--- src/rtl/lq_pkg.sv ---
package lq_pkg;
  typedef enum logic {
    OP_ENQ = 1'b0,
    OP_DEQ = 1'b1
  } op_kind_e;
endpackage

--- src/rtl/lq_slot_mem.sv ---
module lq_slot_mem #(
  parameter int SLOTS  = 32,
  parameter int DATA_W = 64,
  parameter int PTR_W  = $clog2(SLOTS)
) (
  input  logic              clk,
  input  logic              rst_n,
  input  logic              dwr_en,
  input  logic [PTR_W-1:0]  dwr_addr,
  input  logic [DATA_W-1:0] dwr_data,
  input  logic [PTR_W-1:0]  drd_addr,
  output logic [DATA_W-1:0] drd_data,
  input  logic              nwr_en,
  input  logic [PTR_W-1:0]  nwr_addr,
  input  logic [PTR_W-1:0]  nwr_val,
  input  logic [PTR_W-1:0]  nrd_addr,
  output logic [PTR_W-1:0]  nrd_val
);
  logic [DATA_W-1:0] word_q [SLOTS];
  logic [PTR_W-1:0]  link_q [SLOTS];

  // Data words: no reset, written under an explicit enable.
  always_ff @(posedge clk) begin
    if (dwr_en) word_q[dwr_addr] <= dwr_data;
  end

  // Next pointers: reset chains slot i to slot i+1.
  for (genvar i = 0; i < SLOTS; i++) begin : g_link
    logic hit;
    assign hit = nwr_en && (nwr_addr == PTR_W'(i));
    always_ff @(posedge clk or negedge rst_n) begin
      if (!rst_n)   link_q[i] <= PTR_W'((i + 1) % SLOTS);
      else if (hit) link_q[i] <= nwr_val;
    end
  end

  assign drd_data = word_q[drd_addr];
  assign nrd_val  = link_q[nrd_addr];
endmodule

--- src/rtl/lq_ptr_file.sv ---
module lq_ptr_file #(
  parameter int NUM_LISTS = 5,
  parameter int SLOTS     = 32,
  parameter int PTR_W     = $clog2(SLOTS),
  parameter int CNT_W     = $clog2(SLOTS + 1),
  parameter int LIDX_W    = $clog2(NUM_LISTS)
) (
  input  logic              clk,
  input  logic              rst_n,
  input  logic              lnk_en,
  input  logic [LIDX_W-1:0] lnk_idx,
  input  logic [PTR_W-1:0]  lnk_head,
  input  logic [PTR_W-1:0]  lnk_tail,
  input  logic [CNT_W-1:0]  lnk_cnt,
  input  logic              fre_en,
  input  logic [PTR_W-1:0]  fre_head,
  input  logic [PTR_W-1:0]  fre_tail,
  input  logic [CNT_W-1:0]  fre_cnt,
  output logic [PTR_W-1:0]  nx_head [NUM_LISTS],
  output logic [PTR_W-1:0]  nx_tail [NUM_LISTS],
  output logic [CNT_W-1:0]  nx_cnt  [NUM_LISTS],
  output logic [CNT_W-1:0]  cur_cnt [NUM_LISTS]
);
  localparam int POOL = NUM_LISTS - 1;

  logic [PTR_W-1:0] hd_q [NUM_LISTS];
  logic [PTR_W-1:0] tl_q [NUM_LISTS];
  logic [CNT_W-1:0] cn_q [NUM_LISTS];

  always_comb begin
    for (int i = 0; i < NUM_LISTS; i++) begin
      nx_head[i] = hd_q[i];
      nx_tail[i] = tl_q[i];
      nx_cnt[i]  = cn_q[i];
    end
    if (lnk_en) begin
      nx_head[lnk_idx] = lnk_head;
      nx_tail[lnk_idx] = lnk_tail;
      nx_cnt[lnk_idx]  = lnk_cnt;
    end
    if (fre_en) begin
      nx_head[POOL] = fre_head;
      nx_tail[POOL] = fre_tail;
      nx_cnt[POOL]  = fre_cnt;
    end
  end

  always_ff @(posedge clk or negedge rst_n) begin
    if (!rst_n) begin
      for (int i = 0; i < NUM_LISTS; i++) begin
        hd_q[i] <= '0;
        tl_q[i] <= (i == POOL) ? PTR_W'(SLOTS - 1) : '0;
        cn_q[i] <= (i == POOL) ? CNT_W'(SLOTS) : '0;
      end
    end else if (lnk_en || fre_en) begin
      for (int i = 0; i < NUM_LISTS; i++) begin
        hd_q[i] <= nx_head[i];
        tl_q[i] <= nx_tail[i];
        cn_q[i] <= nx_cnt[i];
      end
    end
  end

  assign cur_cnt = cn_q;

  // Every slot is on exactly one list: counts add up to SLOTS.
  int unsigned total;
  always_comb begin
    total = 0;
    for (int i = 0; i < NUM_LISTS; i++) total = total + 32'(cn_q[i]);
  end

  p_conserve_r7: assert property (@(posedge clk) disable iff (!rst_n)
    total == 32'(SLOTS));

  for (genvar g = 0; g < NUM_LISTS; g++) begin : g_chk
    p_single_r2: assert property (@(posedge clk) disable iff (!rst_n)
      (cn_q[g] == CNT_W'(1)) |-> (hd_q[g] == tl_q[g]));
    p_bound_r7: assert property (@(posedge clk) disable iff (!rst_n)
      cn_q[g] <= CNT_W'(SLOTS));
  end
endmodule

--- src/rtl/lq_mgr.sv ---
module lq_mgr #(
  parameter int NUM_LINKS = 4,
  parameter int SLOTS     = 32,
  parameter int DATA_W    = 64
) (
  input  logic                         clk,
  input  logic                         rst_n,
  input  logic                         op_valid,
  input  logic                         op_kind,
  input  logic [$clog2(NUM_LINKS)-1:0] op_link,
  input  logic [DATA_W-1:0]            op_data,
  output logic                         deq_valid,
  output logic                         deq_miss,
  output logic [DATA_W-1:0]            deq_data,
  output logic                         enq_drop,
  output logic [NUM_LINKS-1:0]         link_empty,
  output logic                         free_empty
);
  import lq_pkg::*;

  localparam int NUM_LISTS = NUM_LINKS + 1;
  localparam int POOL      = NUM_LINKS;
  localparam int PTR_W     = $clog2(SLOTS);
  localparam int CNT_W     = $clog2(SLOTS + 1);
  localparam int LIDX_W    = $clog2(NUM_LISTS);
  localparam int LNK_W     = $clog2(NUM_LINKS);

  // Pointer file views
  logic [PTR_W-1:0] nx_head [NUM_LISTS];
  logic [PTR_W-1:0] nx_tail [NUM_LISTS];
  logic [CNT_W-1:0] nx_cnt  [NUM_LISTS];
  logic [CNT_W-1:0] cur_cnt [NUM_LISTS];

  // Stage 1 registers: operation plus pointer snapshot
  logic              s1_vld;
  op_kind_e          s1_kind;
  logic [LNK_W-1:0]  s1_link;
  logic [DATA_W-1:0] s1_data;
  logic [PTR_W-1:0]  s1_lh, s1_lt, s1_fh, s1_ft;
  logic [CNT_W-1:0]  s1_lc, s1_fc;

  // Stage 2 controls
  logic              lnk_en, fre_en, dwr_en, nwr_en;
  logic [PTR_W-1:0]  lnk_head, lnk_tail, fre_head, fre_tail;
  logic [CNT_W-1:0]  lnk_cnt, fre_cnt;
  logic [PTR_W-1:0]  nwr_addr, nwr_val, nrd_addr, nrd_val;
  logic [DATA_W-1:0] drd_data;
  logic              hit_d, miss_d, drop_d;

  // Stage 1: the snapshot is taken from next-state values, so a
  // write-back from stage 2 in the same cycle is forwarded.
  always_ff @(posedge clk or negedge rst_n) begin
    if (!rst_n) s1_vld <= 1'b0;
    else        s1_vld <= op_valid;
  end

  always_ff @(posedge clk) begin
    if (op_valid) begin
      s1_kind <= op_kind_e'(op_kind);
      s1_link <= op_link;
      s1_data <= op_data;
      s1_lh   <= nx_head[op_link];
      s1_lt   <= nx_tail[op_link];
      s1_lc   <= nx_cnt[op_link];
      s1_fh   <= nx_head[POOL];
      s1_ft   <= nx_tail[POOL];
      s1_fc   <= nx_cnt[POOL];
    end
  end

  // Stage 2: slot memory access and pointer write-back
  always_comb begin
    hit_d    = 1'b0;
    miss_d   = 1'b0;
    drop_d   = 1'b0;
    dwr_en   = 1'b0;
    nwr_en   = 1'b0;
    nwr_addr = s1_lt;
    nwr_val  = s1_fh;
    lnk_en   = 1'b0;
    lnk_head = s1_lh;
    lnk_tail = s1_lt;
    lnk_cnt  = s1_lc;
    fre_en   = 1'b0;
    fre_head = s1_fh;
    fre_tail = s1_ft;
    fre_cnt  = s1_fc;
    nrd_addr = (s1_kind == OP_ENQ) ? s1_fh : s1_lh;
    if (s1_vld) begin
      if (s1_kind == OP_ENQ) begin
        if (s1_fc == '0) begin
          drop_d = 1'b1;
        end else begin
          dwr_en   = 1'b1;
          lnk_en   = 1'b1;
          lnk_head = (s1_lc == '0) ? s1_fh : s1_lh;
          lnk_tail = s1_fh;
          lnk_cnt  = s1_lc + CNT_W'(1);
          fre_en   = 1'b1;
          fre_head = nrd_val;
          fre_cnt  = s1_fc - CNT_W'(1);
          if (s1_lc != '0) begin
            nwr_en   = 1'b1;
            nwr_addr = s1_lt;
            nwr_val  = s1_fh;
          end
        end
      end else begin
        if (s1_lc == '0) begin
          miss_d = 1'b1;
        end else begin
          hit_d    = 1'b1;
          lnk_en   = 1'b1;
          lnk_head = nrd_val;
          lnk_cnt  = s1_lc - CNT_W'(1);
          fre_en   = 1'b1;
          fre_head = (s1_fc == '0) ? s1_lh : s1_fh;
          fre_tail = s1_lh;
          fre_cnt  = s1_fc + CNT_W'(1);
          if (s1_fc != '0) begin
            nwr_en   = 1'b1;
            nwr_addr = s1_ft;
            nwr_val  = s1_lh;
          end
        end
      end
    end
  end

  lq_slot_mem #(.SLOTS(SLOTS), .DATA_W(DATA_W), .PTR_W(PTR_W)) u_mem (
    .clk      (clk),
    .rst_n    (rst_n),
    .dwr_en   (dwr_en),
    .dwr_addr (s1_fh),
    .dwr_data (s1_data),
    .drd_addr (s1_lh),
    .drd_data (drd_data),
    .nwr_en   (nwr_en),
    .nwr_addr (nwr_addr),
    .nwr_val  (nwr_val),
    .nrd_addr (nrd_addr),
    .nrd_val  (nrd_val)
  );

  lq_ptr_file #(.NUM_LISTS(NUM_LISTS), .SLOTS(SLOTS), .PTR_W(PTR_W),
                .CNT_W(CNT_W), .LIDX_W(LIDX_W)) u_ptrs (
    .clk      (clk),
    .rst_n    (rst_n),
    .lnk_en   (lnk_en),
    .lnk_idx  (LIDX_W'(s1_link)),
    .lnk_head (lnk_head),
    .lnk_tail (lnk_tail),
    .lnk_cnt  (lnk_cnt),
    .fre_en   (fre_en),
    .fre_head (fre_head),
    .fre_tail (fre_tail),
    .fre_cnt  (fre_cnt),
    .nx_head  (nx_head),
    .nx_tail  (nx_tail),
    .nx_cnt   (nx_cnt),
    .cur_cnt  (cur_cnt)
  );

  // Outcome registers
  always_ff @(posedge clk or negedge rst_n) begin
    if (!rst_n) begin
      deq_valid <= 1'b0;
      deq_miss  <= 1'b0;
      enq_drop  <= 1'b0;
    end else begin
      deq_valid <= hit_d;
      deq_miss  <= miss_d;
      enq_drop  <= drop_d;
    end
  end

  always_ff @(posedge clk) begin
    if (hit_d) deq_data <= drd_data;
  end

  for (genvar l = 0; l < NUM_LINKS; l++) begin : g_empty
    assign link_empty[l] = (cur_cnt[l] == '0);
  end
  assign free_empty = (cur_cnt[POOL] == '0);

  // Input rule: kinds alternate on back-to-back cycles
  p_alternate_r11: assert property (@(posedge clk) disable iff (!rst_n)
    (op_valid && s1_vld) |-> (op_kind_e'(op_kind) != s1_kind));

  p_one_outcome_r4: assert property (@(posedge clk) disable iff (!rst_n)
    $onehot0({deq_valid, deq_miss, enq_drop}));

  p_outcome_latency_r4: assert property (@(posedge clk) disable iff (!rst_n)
    (deq_valid || deq_miss || enq_drop) |-> $past(op_valid, 2));

  p_drop_when_full_r6: assert property (@(posedge clk) disable iff (!rst_n)
    enq_drop |-> free_empty);

  p_miss_no_change_r5: assert property (@(posedge clk) disable iff (!rst_n)
    deq_miss |-> ($stable(link_empty) && $stable(free_empty)));
endmodule

--- config.mk ---
export PLATFORM = sky130hd
export DESIGN_NAME = lq_mgr
export DESIGN_NICKNAME = d
export VERILOG_FILES = /design/src/rtl/lq_pkg.sv /design/src/rtl/lq_slot_mem.sv /design/src/rtl/lq_ptr_file.sv /design/src/rtl/lq_mgr.sv
export SDC_FILE = /design/constraint.sdc
export NUM_CORES = 2
export LEC_CHECK = 0
export ABC_AREA = 1
export CAP_MARGIN = 40
export CORE_MARGIN = 2
export CORE_UTILIZATION = 57
export CTS_CLUSTER_DIAMETER = 120
export DETAILED_ROUTE_END_ITERATION = 6
export DONT_BUFFER_PORTS = 1
export PLACE_DENSITY_LB_ADDON = 0.3
export SLEW_MARGIN = 25
export SYNTH_ARGS = -nofsm -noshare
export SYNTH_HDL_FRONTEND = slang
export SYNTH_SLANG_ARGS = --single-unit
--- constraint.sdc ---
create_clock -name clk -period 12.72 [get_ports clk]
set_input_delay 0.636 -clock clk [delete_from_list [all_inputs] [get_ports clk]]
set_output_delay 0.636 -clock clk [all_outputs]
set_load 0.005 [all_outputs]
# Word-level counts from Yosys, hierarchy flattened
# Memories as Yosys holds them, arrays and structs flattened. A register that Yosys moved wholly into a read port is not among the register bits.
# Index checks and enable logic that the tools add are counted.
# totals
ram_bits	2048
ff_bits	343
out_inout_bits	72
memories	1
# classes
muxes	80
bitwise_logic	3
n_reduce_logical	43
n_addsub	4
n_eq_ne	31
magnitude_cmp	4
# memory_table
memory	words	word_bits	read_ports	rd_ports_with_merged_regs	write_ports	line_no	source
u_mem.word_q	32	64	1	1	1	lq_slot_mem.sv:19	logic [DATA_W-1:0] word_q [SLOTS];
# op_table
operator	count
two-way mux 5 bit	34
equality test 5 bit (second input constant)	16
two-way mux 6 bit	12
bitwise mux 25 bit	2
two-way mux 25 bit	2
logical NOT 6 bit	7
equality test 5 x 4 -> 1 bit (second input constant)	8
logical AND 1 bit	33
binary-select mux 5 bit (select 3 bit)	2
bitwise mux 30 bit	1
two-way mux 30 bit	1
binary-select mux 5 bit (select 5 bit)	1
two-way mux 1 bit	22
equality test 5 x 3 -> 1 bit (second input constant)	4
binary-select mux 6 bit (select 3 bit)	1
demux 6 bit (select 3 bit)	1
demux 5 bit (select 3 bit)	1
adder 6 x 1 -> 6 bit (second input constant)	2
nonzero test 6 bit	2
subtractor 6 x 1 -> 6 bit (second input constant)	2
equality test 5 x 2 -> 1 bit (second input constant)	2
greater-or-equal comparator 6 bit (second input constant)	1
NOT 5 -> 6 bit	1
equality test 5 x 1 -> 1 bit (second input constant)	1
other kinds (6)	6

# Depth between registers and ports, before layout
# depth
depth_word	14
depth_mapped	17

# Modules after synthesis
# Synthesis repeated with hierarchy kept, for this count alone.
# unflattened
hier_cells	8626
hier_area_um2	99710.6
# by_module_without_submodules
module	cells_per_inst	n_inst	area_each_um2
lq_slot_mem	7635	1	89204.3
lq_mgr	550	1	6832.8
lq_ptr_file	441	1	3673.5

# Worst setup path after synthesis
# No wires, ideal clock.
# synth_path
path_kind	register -> register
startpoint	reg s1_fc[0]
endpoint	mem u_mem.word_q[10][0] (enable)
required_time_ns	12.233
arrival_time_ns	4.426
slack_ns	7.807
path_stages_with_launch	12
period_less_slack_ns	4.913
setup_ns	0.487
cell_sequence	edfxtp_1 inv_1 ha_1 nand3_2 nor2_2 nand2_4 nand2_1 nor2_4 buf_4 buf_2 nand3_1 nor2_1
# synth_between
elab_chain_cells	6
# synth_rtl
item	line_no	source
start: declaration	lq_mgr.sv:40	logic [CNT_W-1:0] s1_lc, s1_fc;
start signal: assignment	lq_mgr.sv:67	s1_fc <= nx_cnt[POOL];
logical NOT 6 bit	lq_mgr.sv:91	if (s1_fc == '0) begin
two-way mux 1 bit	lq_mgr.sv:91	
two-way mux 1 bit	lq_mgr.sv:90	if (s1_kind == OP_ENQ) begin
two-way mux 1 bit	lq_mgr.sv:89	if (s1_vld) begin
two-way mux 1 bit	lq_slot_mem.sv:24	if (dwr_en) word_q[dwr_addr] <= dwr_data;
two-way mux 1 bit (not written as such)	lq_slot_mem.sv:24	
end: declaration	lq_slot_mem.sv:19	
# Every way passes these cells.

# Worst setup path in the final report
# layout_path
startpoint	reg s1_kind
endpoint	mem u_mem.word_q[8][35] (enable)
# layout_between
elab_chain_cells	4
# layout_rtl
item	line_no	source
start: declaration	lq_mgr.sv:36	op_kind_e s1_kind;
start signal: assignment	lq_mgr.sv:59	s1_kind <= op_kind_e'(op_kind);
two-way mux 1 bit	lq_mgr.sv:90	
two-way mux 1 bit	lq_mgr.sv:89	
two-way mux 1 bit	lq_slot_mem.sv:24	
two-way mux 1 bit (not written as such)	lq_slot_mem.sv:24	
# Every way passes these cells.

==> run_results.csv <==
group,metric,value,unit
run_status,status,"finished, violations left",
run_status,violations,"DRC",
setup_path,r2r_start,"s1_kind",
layout,multi_input_area,22100,um^2
logic_synthesis,synthFlopType,"edfxtp_1",
grt,grt_use_total,30.5,%
setup_path,crit_chain,"inv_2, nand2_1, nor2_4, nand3_1, buf_6, nor2_4, buf_4, buf_4",
grt,grt_max_degree,245,
routing,drtIter0Drc,9941,
clock_network,cts_max_path_buffers,3,
routing,drt-vias-per-instance,6.43,
sta,period_minus_slack,4.88,ns
sta,skew,0.0952,ns
logic_synthesis,netlist_area,97400,um^2
clock_network,ctsRootBufferMaster,"clkbuf_16",
setup_path,critPathTopFamily,"buffers and inverters",
routing,first_pass_iters,7,
sta,slew_violations,0,
logic_synthesis,ys_types,52,
setup_path,cp_max_fo,27,
placement,dp_cells,9659,
layout,finalNonFillerCells,10200,
logic_synthesis,synthArstFlopShare,9.94,%
logic_synthesis,synth-seq-cells,2455,
clock_network,htree_levels,4,
sta,maxSlewHeadroom,20.2,%
logic_synthesis,synth-edff-count,2211,
logic_synthesis,yosys_warnings,0,
setup_path,critPathLaunchType,"register",
setup_path,critPathKind,"register to register",
sta,finalSetupViolations,0,
setup_path,startpoint,"s1_kind",
floorplanning,die_w,417,um
floorplanning,rows,151,
sta,worst_slew_pin_slew,1.20,ns
sta,fin_crit_sh,38.3,%
floorplanning,start_util,57.4,%
clock_network,clock_sinks,2455,
floorplanning,ios,142,
layout,nets,7841,
grt,grt_overflow_total,0,
power,p_leak,36.9,nW
setup_path,required,13.23,ns
floorplanning,dieArea,174000,um^2
setup_path,critPathBufInv,4,
grt,grt_first_pass_wirelength,398000,um
clock_network,cts_made_buffers,232,
clock_network,clk_latency,0.91,ns
grt,grt_pass1_vias,62800,
logic_synthesis,synth_cells,7761,
placement,gp_congestion,0.857,
min_path,min-delay-start,"op_link[1]",
layout,area_growth,12.6,%
setup_path,cp_slowest_stage_delay,0.72,ns
job,max_cap_violations,0,
clock_network,clk_pin_slew,0.07,ns
layout,drive_above_1_share,9.49,%
setup_path,critPathSlowestCell,"edfxtp_1",
grt,antenna_found_initial,6,
setup_path,critPathArrivalTime,5.39,ns
setup_path,regToRegSetupSlack,7.84,ns
power,ir_worst_vdd,0.175,mV
routing,detail_route.wl_per_cell,26.4,um
floorplanning,coreArea,170000,um^2
min_path,hold_class,"input port to register",
floorplanning,die_h,417,um
sta,fmax,205,MHz
placement,hpwlAfterDp,147000,um
routing,drt-total-wl,269000,um
power,power_density,175,nW/um^2
sta,tns,0,ns
placement,port_buffers,0,
layout,seqCellArea,72600,um^2
layout,fill_cells,12000,
clock_network,tritoncts,"built",
sta,rsz0062_at_grt,"no",
setup_path,cp-end-kind,"register",
logic_synthesis,post_synth.cell_area_avg,12.6,um^2
logic_synthesis,ys_seq_area_share,74.5,%
routing,drtAntennaViolNets,0,
clock_network,cts_setup_buffers,0,
routing,vias,65500,
logic_synthesis,synth_nets,7835,
routing,drc,3,
sta,finalHoldViolCount,0,
==> per-stage QoR <==
stage | worst slack [ns] | total power [W] | utilization, % | instance area (um^2) | hold WS (ns)
after CTS | 7.94 | 0.0192 | 64.5 | 109000 | 0.0000912
after detailed placement | 7.99 | 0.0126 | 59.7 | 101000 | 0.346
after global placement | 7.66 | 0.0124 | 58.5 | 99200 | 0.346
after global routing | 7.71 | 0.0199 | 64.7 | 110000 | 0.0299
after floorplan | 7.81 | 0.0116 | - | 97400 | 0.340
final | 7.84 | 0.0192 | 64.7 | 110000 | 0.0418
==> cell type report <==
cell class / count / area share, %
multi-input combinational: 4553 / 20.2
inverter: 232 / 0.825
clock inverter: 140 / 1.12
clock buffer: 293 / 5.50
antenna: 3 / 0.00684
sequential: 2455 / 66.2
timing repair buffer: 293 / 3.71
tap: 2218 / 2.53
==> path summary, 6_finish.rpt <==
kind	to	depth (start not counted)
max in group asynchronous	u_ptrs.hd_q[16]	3
min in group asynchronous	u_mem.link_q[3]	2
min reg2reg	u_mem.link_q[5]	2
max	u_mem.word_q[8][35]	8
max reg2reg	u_mem.word_q[8][35]	8
min	s1_lt[2]	2
==> cell families after synthesis <==
| group | count (synthesis) | synth area share [%] |
|---|---|---|
| flip-flops | 2455 | 74.5 |
| AND/OR/NAND/NOR | 2353 | 9.82 |
| AO/OA/AOI/OAI | 2188 | 12.5 |
| buffers and inverters | 753 | 3.05 |
| XOR/XNOR | 8 | 0.0719 |
| adder cells (fa/ha/maj) | 4 | 0.0514 |
==> registers in the layout (all words and copies together), names as in the netlist, 2 cells and up <==
signal,count
s1_link,2
u_ptrs.cur_cnt,30
s1_data,64
u_ptrs.tl_q,25
s1_fc,6
u_mem.word_q,2048
s1_lt,5
s1_fh,5
u_mem.link_q,160
s1_ft,5
s1_lh,5
deq_data,64
u_ptrs.hd_q,25
s1_lc,6
==> repair_timing <==
action / CTS / global route
endpoints found under the setup margin: 0 / 0
endpoints found under the hold margin: 378 / 0
hold buffers: 73 / 0
gates resized for setup: 0 / 0
==> synthesized netlist by cell type, types with 64 or more instances <==
cell / number / share of area (%)
a21oi_1: 64 / 0.33
clkbuf_1: 426 / 1.6
dfrtp_1: 158 / 4.1
dfstp_2: 86 / 2.3
edfxtp_1: 2211 / 68
inv_1: 215 / 0.83
nand2_1: 674 / 2.6
nand3_1: 299 / 1.5
nor2_1: 1274 / 4.9
o21ai_0: 1368 / 7.0
o21ai_1: 74 / 0.38
o221ai_1: 96 / 0.86
o22ai_1: 482 / 3.1
==> report_power, final <==
| part | total (W) | switching (W) | internal, W |
|---|---|---|---|
| Combinational | 0.00289 | 0.00201 | 0.000876 |
| Sequential | 0.00970 | 0.000288 | 0.00941 |
| Clock | 0.00665 | 0.00303 | 0.00362 |
| Total | 0.0192 | 0.00533 | 0.0139 |
==> per-layer routing <==
layer	GRT usage, %	wire [um]	vias up
li1	-	-	28400
met1	41.4	101000	32500
met2	48.5	127000	3932
met3	5.64	28300	669
met4	13.3	12400	4
met5	0	28	-
==> cells in the final DEF, fill, tap and decap left out, drive strengths merged, types with 3 or more instances in the layout <==
cell type,Yosys,final
a32o,9,9
diode,0,3
dfrtp,158,158
buf,95,223
o32ai,3,3
or4,5,5
nor3,16,16
edfxtp,2211,2211
a21oi,64,64
nor2,1293,1293
or2,12,12
ha,4,4
a21boi,6,6
bufinv,0,12
nand2,717,717
dfstp,86,86
clkinvlp,0,5
o211ai,25,25
a31oi,35,35
o21ai,1445,1445
and2,7,7
inv,230,238
clkbuf,426,294
o31ai,7,7
o221ai,96,96
xor2,7,7
nand3,301,301
clkinv,2,117
o21a,3,3
dlygate4sd3,0,69
o21bai,5,5
o22ai,482,482
Power figures use the tool's default switching activity.
